[config.mk]
export PLATFORM = sky130hd
export DESIGN_NAME = sct_reg_bank
export DESIGN_NICKNAME = d
export VERILOG_FILES = /design/src/rtl/sct_pkg.sv /design/src/rtl/sct_addr_decode.sv /design/src/rtl/sct_reg_slice.sv /design/src/rtl/sct_read_mux.sv /design/src/rtl/sct_reg_bank.sv
export SDC_FILE = /design/constraint.sdc
export NUM_CORES = 1
export LEC_CHECK = 0
export BUFFER_PORTS_ARGS = -buffer_cell sky130_fd_sc_hd__buf_2
export CELL_PAD_IN_SITES_DETAIL_PLACEMENT = 1
export CELL_PAD_IN_SITES_GLOBAL_PLACEMENT = 1
export CORE_AREA = 3 3 223 268
export DETAILED_ROUTE_END_ITERATION = 8
export DIE_AREA = 0 0 226 271
export MAX_ROUTING_LAYER = met4
export PLACE_DENSITY_LB_ADDON = 0.1
export REMOVE_ABC_BUFFERS = 1
export SLEW_MARGIN = 0
export SYNTH_ARGS = -nofsm -noshare
export SYNTH_HDL_FRONTEND = slang
export SYNTH_SLANG_ARGS = --single-unit
[constraint.sdc]
create_clock -name clk_i -period 1.6 [get_ports clk_i]
set_input_delay 0.16 -clock clk_i [delete_from_list [all_inputs] [get_ports clk_i]]
set_output_delay 0.16 -clock clk_i [all_outputs]
set_load 0.02 [all_outputs]
[src/rtl/sct_pkg.sv]
package sct_pkg;
  localparam int unsigned NIB_W = 4;

  typedef enum logic [1:0] {
    SCT_WR  = 2'd0,
    SCT_SET = 2'd1,
    SCT_CLR = 2'd2,
    SCT_TOG = 2'd3
  } sct_op_e;
endpackage

[src/rtl/sct_addr_decode.sv]
module sct_addr_decode
  import sct_pkg::*;
#(
  parameter int unsigned ADDR_W   = 8,
  parameter int unsigned NUM_REGS = 8,
  localparam int unsigned IDX_W   = ADDR_W - NIB_W
) (
  input  logic [ADDR_W-1:0] addr_i,
  output logic [IDX_W-1:0]  idx_o,
  output sct_op_e           op_o,
  output logic              nib_ok_o,
  output logic              in_range_o
);
  assign idx_o      = addr_i[ADDR_W-1:NIB_W];
  assign op_o       = sct_op_e'(addr_i[3:2]);
  assign nib_ok_o   = (addr_i[1:0] == 2'b00);
  assign in_range_o = (32'(idx_o) < NUM_REGS);
endmodule

[src/rtl/sct_reg_slice.sv]
module sct_reg_slice
  import sct_pkg::*;
#(
  parameter int unsigned DATA_W = 32
) (
  input  logic              clk_i,
  input  logic              rst_ni,
  input  logic              wr_en_i,
  input  sct_op_e           op_i,
  input  logic [DATA_W-1:0] wdata_i,
  output logic [DATA_W-1:0] q_o
);
  always_ff @(posedge clk_i or negedge rst_ni) begin
    if (!rst_ni) begin
      q_o <= '0;
    end else if (wr_en_i) begin
      unique case (op_i)
        SCT_WR:  q_o <= wdata_i;
        SCT_SET: q_o <= q_o | wdata_i;
        SCT_CLR: q_o <= q_o & ~wdata_i;
        SCT_TOG: q_o <= q_o ^ wdata_i;
        default: q_o <= q_o;
      endcase
    end
  end
endmodule

[src/rtl/sct_read_mux.sv]
module sct_read_mux #(
  parameter int unsigned DATA_W   = 32,
  parameter int unsigned NUM_REGS = 8,
  parameter int unsigned IDX_W    = 4
) (
  input  logic [DATA_W-1:0] regs_i [NUM_REGS],
  input  logic [IDX_W-1:0]  idx_i,
  input  logic              in_range_i,
  output logic [DATA_W-1:0] rdata_o
);
  // one-hot AND-OR select; zero when out of range
  always_comb begin
    rdata_o = '0;
    for (int i = 0; i < NUM_REGS; i++) begin
      if (in_range_i && (idx_i == IDX_W'(i))) rdata_o = rdata_o | regs_i[i];
    end
  end
endmodule

[src/rtl/sct_reg_bank.sv]
module sct_reg_bank
  import sct_pkg::*;
#(
  parameter int unsigned DATA_W   = 32,
  parameter int unsigned NUM_REGS = 8,
  parameter int unsigned ADDR_W   = 8,
  localparam int unsigned IDX_W   = ADDR_W - NIB_W
) (
  input  logic                clk_i,
  input  logic                rst_ni,
  input  logic [ADDR_W-1:0]   addr_i,
  input  logic                we_i,
  input  logic [DATA_W-1:0]   wdata_i,
  input  logic [NUM_REGS-1:0] ro_mask_i,
  output logic [DATA_W-1:0]   rdata_o,
  output logic                err_o
);
  logic [IDX_W-1:0]  idx;
  sct_op_e           op;
  logic              nib_ok;
  logic              in_range;
  logic [DATA_W-1:0] regs [NUM_REGS];
  logic [DATA_W-1:0] rd_mux;

  sct_addr_decode #(
    .ADDR_W  (ADDR_W),
    .NUM_REGS(NUM_REGS)
  ) u_dec (
    .addr_i    (addr_i),
    .idx_o     (idx),
    .op_o      (op),
    .nib_ok_o  (nib_ok),
    .in_range_o(in_range)
  );

  for (genvar g = 0; g < NUM_REGS; g++) begin : g_reg
    logic hit;
    assign hit = we_i && nib_ok && in_range && (idx == IDX_W'(g)) && !ro_mask_i[g];
    sct_reg_slice #(
      .DATA_W(DATA_W)
    ) u_slice (
      .clk_i  (clk_i),
      .rst_ni (rst_ni),
      .wr_en_i(hit),
      .op_i   (op),
      .wdata_i(wdata_i),
      .q_o    (regs[g])
    );
  end

  sct_read_mux #(
    .DATA_W  (DATA_W),
    .NUM_REGS(NUM_REGS),
    .IDX_W   (IDX_W)
  ) u_rmux (
    .regs_i    (regs),
    .idx_i     (idx),
    .in_range_i(in_range),
    .rdata_o   (rd_mux)
  );

  always_ff @(posedge clk_i or negedge rst_ni) begin
    if (!rst_ni) begin
      rdata_o <= '0;
      err_o   <= 1'b0;
    end else begin
      rdata_o <= rd_mux;
      err_o   <= we_i && !(nib_ok && in_range);
    end
  end
endmodule

==> summary.md <==
| Metric | Value |
|---|---|
| Critical path startpoint category | input pin |
| Final Cell Area | roughly 36000 µm² |
| Final WL | approximately 86000 µm |
| Largest net degree at the start of global routing | 59 |
| Register bit total from synthesis | about 290 |
| Fmax | 599.0 MHz |
| Pre-Repair DR Iteration Count | 4 |
| Initial antenna violation count | 1 |
| DP Area | 31420 µm² |
| Top Metal Used | met4 |
| Slew margin rel. | between 50% and 60% |
| GP Congestion | a little under 0.8 |
| Reg clk slew, reported paths | ~60 ps |
| Status | finished with violations |
| Chip height | about 270 µm |
| RSZ-0062 raised after global routing | true |
| Worst setup path endpoint | g_reg[6].u_slice.q_o[7]$_DFFE_PN0P_ |
| Initial DRC count | roughly 990 |
| Setup CP Type | in2reg |
| Arr. time, crit path | 2110 ps |
| Hold Crit Class | in2async |
| Routed metal-1 wirelength | 35710 µm |
| Vias in the first global route | around 22000 |
| Post-synth top area share | between 20% and 30% |
| Fill cells | ~5600 |
| Setup WS pre-CTS | -695.3 ps |
| Cell Pwr Density | a little over 600 nW/µm² |
| Met3 routed WL | between 2000 and 3000 µm |
| Hold_ws | between 80 and 90 ps |
| DR WL met2 | 44300 µm |
| Count of cell types in the netlist | 22 |
| FF-to-FF setup slack | -60 ps |
| Reg-to-reg endpoint | g_reg[2].u_slice.q_o[31]$_DFFE_PN0P_ |
| Worst Setup SP | addr_i[7] |
| Layout cells sized above 1 | between 40% and 50% |
| Vias | around 20000 |
| Mapped Area | ~27000 µm² |
| Final worst slack | -69.48 ps |
| Rows | 96 |
| Die X | around 230 µm |
| Slew Viols, Final | 0 |
| CTS root buf | clkbuf_16 |
| Remaining antenna violation count | 0 |
| Clock skew | approximately 16 ps |
| Starting density of the core | between 40% and 50% |
| Placed Instances | roughly 3200 |
| Total GRT Usage | a little over a quarter |
| Violated checks | negative setup slack |
| Via-to-Cell Ratio | about 5.6 |
| Max_cap viols | 0 |
| Syn_area_per_cell | 12.53 µm² |
| WL/cell | approximately 24 µm |
| Finished Layout Cells | 3579 |
| Core Area | ~57000 µm² |
| Sequential fraction of the synthesis area | a little over a quarter |
| Pleak | ~19 nW |
| Worst skew pair latency | ~570 ps |
| Top cell type by total area after synthesis | dfrtp_1 |
| Crit path max fanout | 7 |
| Period minus WS final | 1669 ps |
| Worst setup EP type | flip-flop |
| CTS tree | built |
| IO Port Bufs | 83 |
| Final setup vio count | 77 |
| DR DRC count | 0 |
| CTS buffer count | 36 |
| FF-to-FF path depth | 4 |
| RR Startpoint | g_reg[2].u_slice.q_o[31]$_DFFE_PN0P_ |
| Nets | 3379 |
| Ports | 84 |
| Synth Instances | ~2200 |
| Die area | slightly above 60000 µm² |
| Setup TNS | -2447 ps |
| Synth top area cells | dfrtp_1 26%, ha_1 23%, mux4_2 21%, inv_1 7.5%, mux2_4 6.6% |
| CTS max path bufs | 3 |
| Synthesis Warnings | 0 |
| Critical Path RT | 2040 ps |
| H-tree levels | 2 |
| Fin crit share | 104.3% |
| # diodes | 0 |
| Area growth from synthesis to layout | 31.73% |
| Least-Margin Pin Slew | about 660 ps |
| Maximum VDD drop | 0.0005963 V |
| CTS Sinks | between 200 and 300 |
| Final hold vios | 0 |
| First-pass GRT wire length | ~120000 µm |
| Global route overflow | 0 |
| DP HPWL | between 50000 and 60000 µm |
power by group:
group	internal (mW)	total (mW)	leakage, nW	switching (mW)
Combinational	2.97	5.45	14.2	2.48
Sequential	7.60	7.88	3.99	0.277
Clock	5.29	8.93	0.613	3.65
logic make-up after synthesis:
logic type	after synthesis	synth area share (%)
AO/OA/AOI/OAI	65	2.079
adder cells (fa/ha/maj)	512	23.39
buffers and inverters	661	9.584
flip-flops	289	26.40
multiplexers	640	37.90
AND/OR/NAND/NOR	18	0.6441
layer usage:
| layer | vias to the layer above | GRT usage [%] |
|---|---|---|
| met5 | - | - |
| met4 | 0 | 7.863 |
| met3 | 159 | 2.919 |
| met2 | 351 | 46.54 |
| met1 | 10627 | 33.30 |
| li1 | 8849 | - |
placed cells by master (no fill, tap or decap), drive strengths merged:
| cell type | count |
|---|---|
| buf | 702 |
| inv | 546 |
| ha | 512 |
| dfrtp | 289 |
| mux4 | 256 |
| mux2 | 256 |
| mux2i | 128 |
| clkbuf | 58 |
| o22a | 32 |
| o221ai | 32 |
| clkinv | 6 |
| or4b | 5 |
| nor4 | 4 |
| bufinv | 4 |
| dlygate4sd3 | 3 |
| or3b | 3 |
| nand3b | 2 |
| or3 | 2 |
| nor2 | 1 |
| nand2 | 1 |
| o31a | 1 |
| bufbuf | 1 |
per-stage QoR:
step / power, mW / utilization [%]
after floorplan: 10.38 / -
after CTS: 21.85 / 58.49
final: 22.26 / 62.97
after global placement: 12.36 / 54.85
after global routing: 23.26 / 62.97
after detailed placement: 12.71 / 54.85
flip-flops by register name, summed over array words and instances (netlist names):
| signal | cells |
|---|---|
| rdata_o | 32 |
| g.u_slice.q_o | 256 |
| err_o | 1 |
what timing repair did:
item,4_1_cts,5_1_grt
setup endpoints to repair,152,254
setup buffers,71,239
cloned,5,4
endpoints found under the hold margin,290,0
hold buffers,3,0
pin swaps,4,24
resized for setup,28,139
layout make-up:
class | count | area, µm² | share of cell area, %
Timing Repair Buffer | 710 | 6364 | 17.64
Clock inverter | 12 | 167.7 | 0.4647
Clock buffer | 54 | 1070 | 2.965
Tap cell | 735 | 919.6 | 2.549
Inverter | 544 | 2042 | 5.660
Multi-Input combinational cell | 1235 | 18280 | 50.66
Sequential cell | 289 | 7237 | 20.06
critical path, cell delays in order:
cell,delay (ps)
buf_6,90
or4b_4,610
or4b_4,600
buf_12,180
buf_12,150
mux2_4,300
worst min path at each step:
stage                                          end  slack (ps)   start
2_1_floorplan                      err_o$_DFF_PN0_        -140  rst_ni
3_3_place_gp   g_reg[0].u_slice.q_o[6]$_DFFE_PN0P_          90  rst_ni
3_5_place_dp   g_reg[0].u_slice.q_o[6]$_DFFE_PN0P_          90  rst_ni
4_1_cts        g_reg[0].u_slice.q_o[6]$_DFFE_PN0P_          90  rst_ni
5_1_grt        g_reg[0].u_slice.q_o[6]$_DFFE_PN0P_         110  rst_ni
6_report       g_reg[0].u_slice.q_o[6]$_DFFE_PN0P_          90  rst_ni
cells in the mapped netlist:
master	n
buf_1	39
mux4_2	256
or3_1	2
buf_2	19
clkbuf_1	43
mux2_2	136
buf_6	16
ha_1	512
o31a_1	1
nor4_2	4
nand3b_1	2
o22a_1	32
dfrtp_1	289
or3b_2	3
nor2_1	1
inv_1	544
mux2_4	120
nand2_1	1
o221ai_1	32
or4b_4	4
mux2i_1	128
or4b_1	1
Power figures use the tool's default switching activity.
